$ cat src/rtl/seq16_pkg.sv
// Shared encodings for the 16-bit sequencer.
// Assumes 3-bit register fields, so the register file holds eight entries.
package seq16_pkg;
    localparam int RF_W = 3;
    localparam int CC_N = 2;
    localparam int CC_Z = 1;
    localparam int CC_P = 0;

    localparam logic [3:0] OPC_BR  = 4'b0000;
    localparam logic [3:0] OPC_ADD = 4'b0001;
    localparam logic [3:0] OPC_LD  = 4'b0010;
    localparam logic [3:0] OPC_ST  = 4'b0011;
    localparam logic [3:0] OPC_AND = 4'b0101;
    localparam logic [3:0] OPC_NOT = 4'b1001;

    typedef enum logic [3:0] {
        PH_FADDR, PH_FMEM, PH_FIR, PH_DEC, PH_EVAL,
        PH_FDATA, PH_EXEC, PH_STORE, PH_WMEM
    } phase_e;

    typedef enum logic [1:0] {ALU_ADD, ALU_AND, ALU_NOT} alu_op_e;
endpackage

$ cat src/rtl/seq16_regfile.sv
// General register file: two combinational read ports, one write port.
// Assumes NREG is a power of two. Reset clears every entry.
module seq16_regfile #(
    parameter int W    = 16,
    parameter int NREG = 8
) (
    input  logic                     clk,
    input  logic                     rst_n,
    input  logic                     we,
    input  logic [$clog2(NREG)-1:0]  waddr,
    input  logic [W-1:0]             wdata,
    input  logic [$clog2(NREG)-1:0]  raddr_a,
    input  logic [$clog2(NREG)-1:0]  raddr_b,
    output logic [W-1:0]             rdata_a,
    output logic [W-1:0]             rdata_b
);
    logic [W-1:0] regs [NREG];

    // Write port: clear on reset, otherwise update the addressed entry.
    always_ff @(posedge clk) begin
        for (int i = 0; i < NREG; i++) begin
            if (!rst_n)
                regs[i] <= '0;
            else if (we && (waddr == i[$clog2(NREG)-1:0]))
                regs[i] <= wdata;
        end
    end

    // Read ports: plain array lookup.
    always_comb begin
        rdata_a = regs[raddr_a];
        rdata_b = regs[raddr_b];
    end
endmodule

$ cat src/rtl/seq16_alu.sv
// Operate unit: add, AND, NOT on two register operands. Purely combinational.
module seq16_alu
    import seq16_pkg::*;
#(
    parameter int W = 16
) (
    input  alu_op_e      op,
    input  logic [W-1:0] a,
    input  logic [W-1:0] b,
    output logic [W-1:0] y
);
    // Select the result of the requested operation.
    always_comb begin
        case (op)
            ALU_AND: y = a & b;
            ALU_NOT: y = ~a;
            default: y = a + b;
        endcase
    end
endmodule

$ cat src/rtl/seq16_flags.sv
// Classifies a write-back value as negative, zero or positive (one-hot).
module seq16_flags
    import seq16_pkg::*;
#(
    parameter int W = 16
) (
    input  logic [W-1:0] val,
    output logic [2:0]   nzp
);
    // Sign bit and zero test give the three flags.
    always_comb begin
        nzp         = '0;
        nzp[CC_N]   = val[W-1];
        nzp[CC_Z]   = (val == '0);
        nzp[CC_P]   = !val[W-1] && (val != '0);
    end
endmodule

$ cat src/rtl/seq16_ctrl.sv
// Phase sequencer and architectural state (PC, IR, MAR, MDR, flags).
// Each phase without memory takes one cycle; memory phases wait for ready.
// Assumes the memory never signals ready without an active request.
module seq16_ctrl
    import seq16_pkg::*;
#(
    parameter int           W     = 16,
    parameter logic [W-1:0] START = '0
) (
    input  logic             clk,
    input  logic             rst_n,
    input  logic             mem_ready,
    input  logic [W-1:0]     mem_rdata,
    output logic             mem_req,
    output logic             mem_we,
    output logic [W-1:0]     mem_addr,
    output logic [W-1:0]     mem_wdata,
    output logic             rf_we,
    output logic [RF_W-1:0]  rf_waddr,
    output logic [W-1:0]     rf_wdata,
    output logic [RF_W-1:0]  rf_raddr_a,
    output logic [RF_W-1:0]  rf_raddr_b,
    input  logic [W-1:0]     rf_rdata_a,
    output alu_op_e          alu_op,
    input  logic [W-1:0]     alu_y,
    input  logic [2:0]       wb_nzp
);
    phase_e       ph;
    logic [W-1:0] pc, ir, mar, mdr, res;
    logic [2:0]   cc;
    logic [3:0]   opc;
    logic [W-1:0] off_ext, pc_off;
    logic         alu_ok, br_take;

    // Field decode of the current instruction.
    always_comb begin
        opc     = ir[15:12];
        off_ext = {{(W-9){ir[8]}}, ir[8:0]};
        pc_off  = pc + off_ext;
        alu_ok  = (((opc == OPC_ADD) || (opc == OPC_AND)) && (ir[5:3] == 3'b000))
                || ((opc == OPC_NOT) && (ir[5:0] == 6'b111111));
        br_take = |(ir[11:9] & cc);
    end

    // Register file, operate unit and memory bus controls.
    always_comb begin
        rf_raddr_a = (opc == OPC_ST) ? ir[11:9] : ir[8:6];
        rf_raddr_b = ir[2:0];
        rf_waddr   = ir[11:9];
        rf_we      = (ph == PH_STORE);
        rf_wdata   = (opc == OPC_LD) ? mdr : res;
        case (opc)
            OPC_AND: alu_op = ALU_AND;
            OPC_NOT: alu_op = ALU_NOT;
            default: alu_op = ALU_ADD;
        endcase
        mem_req   = (ph == PH_FMEM) || (ph == PH_FDATA) || (ph == PH_WMEM);
        mem_we    = (ph == PH_WMEM);
        mem_addr  = mar;
        mem_wdata = mdr;
    end

    // Phase stepping and architectural register updates.
    always_ff @(posedge clk) begin
        if (!rst_n) begin
            ph  <= PH_FADDR;
            pc  <= START;
            ir  <= '0;
            mar <= '0;
            mdr <= '0;
            res <= '0;
            cc  <= 3'b010;
        end else begin
            case (ph)
                PH_FADDR: begin
                    mar <= pc;
                    pc  <= pc + W'(1);
                    ph  <= PH_FMEM;
                end
                PH_FMEM: if (mem_ready) begin
                    mdr <= mem_rdata;
                    ph  <= PH_FIR;
                end
                PH_FIR: begin
                    ir <= mdr;
                    ph <= PH_DEC;
                end
                PH_DEC: begin
                    case (opc)
                        OPC_ADD, OPC_AND, OPC_NOT: ph <= alu_ok ? PH_EXEC : PH_FADDR;
                        OPC_LD, OPC_ST:            ph <= PH_EVAL;
                        OPC_BR:                    ph <= PH_EXEC;
                        default:                   ph <= PH_FADDR;
                    endcase
                end
                PH_EVAL: begin
                    mar <= pc_off;
                    if (opc == OPC_ST) begin
                        mdr <= rf_rdata_a;
                        ph  <= PH_WMEM;
                    end else begin
                        ph  <= PH_FDATA;
                    end
                end
                PH_FDATA: if (mem_ready) begin
                    mdr <= mem_rdata;
                    ph  <= PH_STORE;
                end
                PH_EXEC: begin
                    if (opc == OPC_BR) begin
                        if (br_take) pc <= pc_off;
                        ph <= PH_FADDR;
                    end else begin
                        res <= alu_y;
                        ph  <= PH_STORE;
                    end
                end
                PH_STORE: begin
                    cc <= wb_nzp;
                    ph <= PH_FADDR;
                end
                PH_WMEM: if (mem_ready) ph <= PH_FADDR;
                default: ph <= PH_FADDR;
            endcase
        end
    end

    // leaving the fetch-address phase advances the PC by one.
    a_r1_pc_step: assert property (@(posedge clk) disable iff (!rst_n)
        (ph == PH_FADDR) |=> (pc == $past(pc) + W'(1)));

    // exactly one flag is set at all times.
    a_r8_cc_onehot: assert property (@(posedge clk) disable iff (!rst_n)
        $countones(cc) == 1);

    // flags only move after a register write-back phase.
    a_r8_cc_hold: assert property (@(posedge clk) disable iff (!rst_n)
        (ph != PH_STORE) |=> $stable(cc));

    // a malformed operate instruction goes straight back to fetch.
    a_r12_bad_op: assert property (@(posedge clk) disable iff (!rst_n)
        (ph == PH_DEC && !alu_ok &&
         (opc == OPC_ADD || opc == OPC_AND || opc == OPC_NOT))
        |=> (ph == PH_FADDR));
endmodule

$ cat src/rtl/seq16_core.sv
// Top of the multi-cycle sequencer: wires phase control, register file,
// operate unit and flag classifier to one external word memory.
// Assumes the memory answers each request with a one-cycle ready pulse.
module seq16_core
    import seq16_pkg::*;
#(
    parameter int           W     = 16,
    parameter int           NREG  = 8,
    parameter logic [W-1:0] START = 16'h3000
) (
    input  logic          clk,
    input  logic          rst_n,
    output logic          mem_req,
    output logic          mem_we,
    output logic [W-1:0]  mem_addr,
    output logic [W-1:0]  mem_wdata,
    input  logic [W-1:0]  mem_rdata,
    input  logic          mem_ready
);
    logic            rf_we;
    logic [RF_W-1:0] rf_waddr, rf_raddr_a, rf_raddr_b;
    logic [W-1:0]    rf_wdata, rf_rdata_a, rf_rdata_b, alu_y;
    logic [2:0]      wb_nzp;
    alu_op_e         alu_op;

    seq16_ctrl #(.W(W), .START(START)) u_ctrl (
        .clk(clk), .rst_n(rst_n),
        .mem_ready(mem_ready), .mem_rdata(mem_rdata),
        .mem_req(mem_req), .mem_we(mem_we),
        .mem_addr(mem_addr), .mem_wdata(mem_wdata),
        .rf_we(rf_we), .rf_waddr(rf_waddr), .rf_wdata(rf_wdata),
        .rf_raddr_a(rf_raddr_a), .rf_raddr_b(rf_raddr_b),
        .rf_rdata_a(rf_rdata_a),
        .alu_op(alu_op), .alu_y(alu_y), .wb_nzp(wb_nzp)
    );

    seq16_regfile #(.W(W), .NREG(NREG)) u_rf (
        .clk(clk), .rst_n(rst_n),
        .we(rf_we), .waddr(rf_waddr), .wdata(rf_wdata),
        .raddr_a(rf_raddr_a), .raddr_b(rf_raddr_b),
        .rdata_a(rf_rdata_a), .rdata_b(rf_rdata_b)
    );

    seq16_alu #(.W(W)) u_alu (
        .op(alu_op), .a(rf_rdata_a), .b(rf_rdata_b), .y(alu_y)
    );

    seq16_flags #(.W(W)) u_flags (
        .val(rf_wdata), .nzp(wb_nzp)
    );

    // an open request holds its address, direction and data.
    a_r2_req_hold: assert property (@(posedge clk) disable iff (!rst_n)
        (mem_req && !mem_ready) |=>
        (mem_req && $stable(mem_addr) && $stable(mem_we) && $stable(mem_wdata)));

    // a completed request is withdrawn in the next cycle.
    a_r2_req_drop: assert property (@(posedge clk) disable iff (!rst_n)
        (mem_req && mem_ready) |=> !mem_req);
endmodule

$ cat config.mk
export PLATFORM = sky130hd
export DESIGN_NAME = seq16_core
export DESIGN_NICKNAME = d
export VERILOG_FILES = /design/src/rtl/seq16_pkg.sv /design/src/rtl/seq16_regfile.sv /design/src/rtl/seq16_alu.sv /design/src/rtl/seq16_flags.sv /design/src/rtl/seq16_ctrl.sv /design/src/rtl/seq16_core.sv
export SDC_FILE = /design/constraint.sdc
export NUM_CORES = 1
export LEC_CHECK = 0
export BUFFER_PORTS_ARGS = -buffer_cell sky130_fd_sc_hd__buf_4
export CORE_ASPECT_RATIO = 0.9
export CORE_UTILIZATION = 45
export DETAILED_ROUTE_END_ITERATION = 12
export PLACE_DENSITY = 0.64
export SLEW_MARGIN = 25
export SYNTH_ARGS = -nofsm -noshare
export SYNTH_HDL_FRONTEND = slang
export SYNTH_SLANG_ARGS = --single-unit
$ cat constraint.sdc
create_clock -name clk -period 6.43 [get_ports clk]
set_input_delay 0.3215 -clock clk [delete_from_list [all_inputs] [get_ports clk]]
set_output_delay 0.3215 -clock clk [all_outputs]
set_load 0.01 [all_outputs]
Word-level counts from Yosys, hierarchy flattened:

Memories as Yosys holds them, arrays and structs flattened. A register that Yosys moved wholly into a read port is not among the register bits.
Index checks and enable logic that the tools add are counted.

* register bits after elaboration: 87
* RAM bits: 128
* input bits: 19
* output and inout bits: 34
* word-level logic and storage cells: 140
* memories kept: 1

Memories
* u_rf.regs: depth 8, bits a word 16, read ports 2, clocked after Yosys merged registers in 1, write ports 8, RTL line seq16_regfile.sv:17 `logic [W-1:0] regs [NREG];`

* add/subtract/negate cells: 3
* equal/unequal tests: 30
* muxes and demuxes: 54
* bitwise operators: 12
* reductions and logical operators: 33

Operator list (number)
* two-way mux 16 bit: 13
* one-hot mux 16 bit (2 select lines): 4
* adder 16 bit: 2
* one-hot mux 4 bit (8 select lines): 1
* two-way mux 1 bit: 25
* == test 4 x 3 -> 1 bit (second input constant): 5
* adder 16 x 1 -> 16 bit (second input constant): 1
* bitwise AND 16 bit: 1
* == test 4 x 2 -> 1 bit (second input constant): 4
* logical NOT 16 bit: 1
* two-way mux 4 bit: 4
* inverter 16 bit: 1
* nonzero test 16 bit: 1
* two-way mux 3 bit: 5
* == test 3 bit (second input constant): 4
* one-hot mux 4 bit (3 select lines): 1
* logical AND 1 bit: 11
* inequality test 2 x 1 -> 1 bit (second input constant): 5
* AND reduction 3 bit: 3
* == test 4 x 1 -> 1 bit (second input constant): 2
* == test 4 bit (second input constant): 2
* logical NOT 4 bit: 2
* bitwise OR 1 bit: 8
* == test 3 x 2 -> 1 bit (second input constant): 2
* 15 further kinds: 24

Longest topological paths before layout:

* depth in word-level cells: 7
* gate-level depth with buffers: 18

By module:

Synthesis repeated with hierarchy kept, for this count alone.

* cells, all modules: 1268
* area total of the unflattened synthesis: 13235.2 µm²

By module, submodules not included
* seq16_regfile: times used 1, cells an instance 431, area each 6880.3 µm²
* seq16_ctrl: times used 1, cells an instance 638, area each 5047.3 µm²
* seq16_alu: times used 1, cells an instance 192, area each 1257.5 µm²
* seq16_flags: times used 1, cells an instance 7, area each 50.0 µm²

Worst setup path after synthesis:

Ideal clock, no wire load.

* path type: flip-flop to flip-flop
* start point: reg u_ctrl.ir[14]
* end point: reg u_ctrl.res[12]
* setup time: 133 ps
* arrival time: 4087 ps
* data required time: 6297 ps
* path slack: 2210 ps
* stages on the path, launching flop included: 19
* period minus slack after synthesis: 4220 ps
* path through: dfxtp_1 > buf_4 > nor4bb_4 > buf_6 > mux2i_4 > buf_4 > mux4_2 > mux2i_1 > inv_1 > ha_1 > inv_1 > fa_1 > nand2b_1 > a21oi_1 > o31a_1 > a221o_1 > a31oi_1 > xor2_1 > o221ai_1

* cells in the longest elaborated chain, start to end: 5

Ends and longest elaborated chain
* start: declaration: RTL line seq16_ctrl.sv:29 `logic [W-1:0] pc, ir, mar, mdr, res;`
* start signal: assignment: RTL line seq16_ctrl.sv:85 `ir <= mdr;`
* == test 4 x 2 -> 1 bit: RTL line seq16_ctrl.sv:47 `rf_raddr_a = (opc == OPC_ST) ? ir[11:9] : ir[8:6];`
* two-way mux 3 bit: RTL line seq16_ctrl.sv:47
* memory (8 x 16 bit)
* adder 16 bit (tied with other cells): RTL line seq16_alu.sv:17 `default: y = a + b;`
* one-hot mux 16 bit (2 select lines): RTL line seq16_alu.sv:14 `case (op)`
* end signal: assignment: RTL line seq16_ctrl.sv:114 `res <= alu_y;`
* end: declaration: RTL line seq16_ctrl.sv:29

Parallel ways exist; a longest one is shown, timed or not.
A chain may end at the register's enable or synchronous reset.

Worst setup path in the final report:

* start point: reg u_ctrl.ir[13]
* end point: reg u_ctrl.res[13]

The elaborated chain is that of the path after synthesis.

==> impl_table.tex <==
\begin{tabular}{lr}
\hline
Metric & Value \\
\hline
\multicolumn{2}{l}{\textbf{Floorplanning}} \\
Height of the chip & between 150 and 200 um \\
Starting utilization of the core area & 45.98\% \\
Horizontal die dimension & $\sim$180 um \\
Overall die area & about 0.028 mm\^{}2 \\
Placeable Area & $\sim$0.027 mm\^{}2 \\
\# rows & 57 \\
Top-level port count & 53 \\
\multicolumn{2}{l}{\textbf{Layout}} \\
Ant. Diodes & 0 \\
Finished layout cell area & around 0.014 mm\^{}2 \\
Number of nets in the final layout & 1,290 \\
Register cell area after layout & around 0.0056 mm\^{}2 \\
Filler Cell Count & between 2,000 and 2,500 \\
Fraction of final layout cells sized beyond drive strength 1 & around 18\% \\
Layout overhead on the synthesized area & 12.44\% \\
Area used by multi-input combinational logic & about 0.0064 mm\^{}2 \\
Finished Layout Cells & between 1,500 and 2,000 \\
\multicolumn{2}{l}{\textbf{Routing}} \\
Total number of vias & 10,158 \\
DRC errors left & 0 \\
First drt pass iteration count & 8 \\
Number of DRC violations after detailed-routing iteration 0 & around 1,000 \\
Via-per-instance ratio & approximately 6.3 \\
Total Routed Length & roughly 37,000 um \\
Post-route ant nets & 0 \\
Routed WL per cell & about 23 um \\
\multicolumn{2}{l}{\textbf{Synthesis}} \\
Unique masters post-synth & 73 \\
Post-Syn Area per Cell & between 10 and 15 um\^{}2 \\
Post-synth top flop & edfxtp\_1 \\
Post-Synthesis Cell Area & around 0.012 mm\^{}2 \\
Main combinational cell family by area after synthesis & multiplexers \\
Cell count after synthesis & between 1,000 and 1,500 \\
Yosys warning total & 0 \\
Xor and xnor fraction of the mapped netlist area & 1.827\% \\
Synthesized netlist net count & approximately 1,300 \\
Fraction of registers with async set or reset after synthesis & 0\% \\
Post-synth EDFFs & around 130 \\
Simple logic cell fraction of the synthesized area & around 15\% \\
Seq/Total Area, Yosys & a little under half \\
Multiplexer area fraction after synthesis & around 17\% \\
Count of state elements after synthesis & 218 \\
Adder-Cell Fraction of Synth Area & $\sim$3.8\% \\
Synthesized-area fraction occupied by ao, oa, aoi and oai cells & 13.65\% \\
\multicolumn{2}{l}{\textbf{Placed design}} \\
Area after DPL & approximately 0.013 mm\^{}2 \\
Post-DP HPWL & 25,080 um \\
Count of placed standard cells including taps & about 1,600 \\
Worst setup slack before clock tree synthesis & about 1.6 ns \\
Global placement routability congestion & a little under 1 \\
Port Buf Inserts & 52 \\
\multicolumn{2}{l}{\textbf{Global route}} \\
Total congestion overflow & 0 \\
Number of global-route vias before repair & approximately 9,400 \\
Largest net degree at the start of global routing & 69 \\
Antenna violations before repair & 0 \\
GRT Total Usage & a little over a quarter \\
Wire length of the first global-routing pass & roughly 58,000 um \\
\multicolumn{2}{l}{\textbf{STA}} \\
Max Transition Viols Final & 0 \\
Worst slew margin relative to its limit & about a fifth \\
Count of endpoints failing setup in the final report & 0 \\
Hold violation count in the final report & 0 \\
RSZ-0062 raised after global routing & false \\
Fin worst setup slack & 1.563 ns \\
Worst hold slack across all endpoints & between 0.04 and 0.05 ns \\
Worst Max-Slew Pin Slew & roughly 1.2 ns \\
Fraction of the cycle the final worst path needs & about three quarters \\
Maximum frequency from static timing analysis & $\sim$210 MHz \\
Final Skew & between 0.015 and 0.02 ns \\
Min Clock Period, post-route & about 5 ns \\
Total negative setup slack & 0 ns \\
\multicolumn{2}{l}{\textbf{Setup path}} \\
Most repeated library cell on the critical path & buf\_4 \\
Type of origin of the critical path & flip-flop \\
Highest cell delay on the worst timing path & roughly 0.59 ns \\
Data arrival time of the critical path & $\sim$5.3 ns \\
CP endpoint kind & flip-flop \\
Slowest stage cell, crit path & o31ai\_1 \\
Cell family contributing the most delay on the critical path & compound AO/OA/AOI/OAI gates \\
Sum of buffers and inverters on the critical path & 3 \\
Req. time, crit path & slightly below 7 ns \\
Largest fanout of any net on the critical path & 22 \\
Crit path cell chain & nor4bb\_4 > buf\_4 > mux2i\_4 > buf\_4 > mux4\_2 > mux2i\_1 > inv\_1 > ha\_1 > a21oi\_1 > o21ai\_0 > o31ai\_1 > nor3\_1 > a211oi\_1 > xor2\_1 > a211oi\_2 \\
Critical path class & reg2reg \\
\multicolumn{2}{l}{\textbf{Pwr}} \\
Worst vdd rail ir drop & between 0.0002 and 0.00025 V \\
Leakage dissipation & just over 5 nW \\
Power Dens Cells & approximately 240 mW/mm\^{}2 \\
\multicolumn{2}{l}{\textbf{Status}} \\
Outcome & finished clean \\
\multicolumn{2}{l}{\textbf{CTS}} \\
Clock-pin transition on the worst setup and hold timing paths & roughly 0.070 ns \\
Cts hold-fix bufs & 0 \\
Num CTS Buffers & 25 \\
Clock root cell & clkbuf\_16 \\
CTS tree & built \\
Clock latency of the later-clocked register in the worst-skew pair & about 0.53 ns \\
Number of instances resized during post-cts repair & 0 \\
Number of sinks handled by clock tree synthesis & around 220 \\
Number of buffers inserted by post-CTS setup repair & 0 \\
Clock Tree Buf Depth & 3 \\
H-tree levels & 1 \\
\multicolumn{2}{l}{\textbf{Hold path}} \\
Min-Delay Path Class & in2reg \\
\multicolumn{2}{l}{\textbf{Flow run}} \\
Max cap viols & 0 \\
\hline
\end{tabular}
## metrics by stage
stage          total power [mW]  utilization [%]
2_1_floorplan             1.827                -
3_3_place_gp              1.972            48.69
3_5_place_dp              1.978            48.72
4_1_cts                   3.377            51.64
5_1_grt                   3.466            51.70
6_report                  3.368            51.70
## layout by cell type, fill, tap and decap left out, types with 9 or more instances in the layout
cell type / Yosys / layout
a211oi_1: 13 / 13
a21o_1: 9 / 9
a21oi_1: 102 / 102
buf_4: 4 / 78
clkbuf_16: 0 / 25
dfxtp_1: 90 / 88
edfxtp_1: 128 / 128
ha_1: 35 / 35
inv_1: 24 / 24
mux2_2: 21 / 21
mux2i_1: 34 / 32
mux4_2: 56 / 56
nand2_1: 132 / 129
nand2b_1: 10 / 10
nand3_1: 27 / 25
nand4_1: 22 / 22
nor2_1: 182 / 182
nor2b_1: 9 / 9
nor3_1: 10 / 9
o211ai_1: 15 / 15
o21ai_0: 60 / 57
o221ai_1: 12 / 12
o22ai_1: 10 / 10
xnor2_1: 13 / 13
xor2_1: 13 / 13
## layout make-up
class | instances | share of cell area, %
Clock inverter | 11 | 0.7591
Clock buffer | 34 | 4.903
Timing Repair Buffer | 78 | 4.179
Multi-Input combinational cell | 885 | 45.99
Sequential cell | 218 | 40.31
Tap cell | 354 | 3.161
Inverter | 26 | 0.6966
## worst reg2reg max path: cells and delay by family (launching register included)
family          cells  cell delay, ns
mux                 3            1.25
fa+ha+maj           1            0.36
xor+xnor            1            0.21
buf+inv             3            0.76
flops               1            0.42
compound gates      5            1.26
simple gates        2            0.48
## report_power, final
part / total, mW / switching [mW] / leakage [nW] / internal, mW
Sequential: 1.58 / 0.0536 / 2.05 / 1.53
Combinational: 0.374 / 0.226 / 2.63 / 0.148
Clock: 1.41 / 0.585 / 0.395 / 0.826
Total: 3.37 / 0.865 / 5.08 / 2.50
## metal layers
metal	up-vias	GRT usage [%]	wire, um
met1	5027	39.48	16530
met5	-	0	0
li1	4561	-	-
met4	0	7.537	1181
met3	74	5.357	3221
met2	496	39.49	16370
## worst paths after layout
kind | from | end | slack (ns) | cells past startpoint
setup / recovery | u_ctrl.ir[13] | u_ctrl.res[13] | 1.56 | 15
setup reg to reg | u_ctrl.ir[13] | u_ctrl.res[13] | 1.56 | 15
hold reg to reg | u_ctrl.res[10] | u_ctrl.res[10] | 0.44 | 2
hold / removal | mem_rdata[8] | u_ctrl.mem_wdata[8] | 0.05 | 3
## registers in the layout (all words and copies together), names as in the netlist, named ones only
| register | count |
|---|---|
| u_ctrl.cc | 3 |
| u_ctrl.mem_wdata | 16 |
| u_ctrl.ir | 16 |
| u_ctrl.ph | 4 |
| u_ctrl.mem_addr | 16 |
| u_ctrl.res | 16 |
| u_rf.regs | 128 |
| u_ctrl.pc | 16 |
## cells in the mapped netlist (all sizes together), types with 16 or more instances
cell type,count,share of area (%)
ha,35,3.5
o21ai,66,2.7
nand4,22,1.1
mux4,62,11
mux2i,37,3.2
dfxtp,90,14
inv,26,0.78
o211ai,16,1.0
nand2,132,4.0
mux2,22,2.0
a21oi,102,4.1
buf,16,0.91
nor2,182,5.5
clkbuf,62,1.9
nand3,27,1.1
edfxtp,128,31
## cell families after synthesis
family | count (synthesis)
and+or+nand+nor | 428
AOI/OAI and AO/OA | 273
DFF | 218
muxes | 121
buffers and inverters | 104
adders and majority gates | 37
xor gates and xnor gates | 26
No activity file was read; power rests on OpenSTA's default activity.
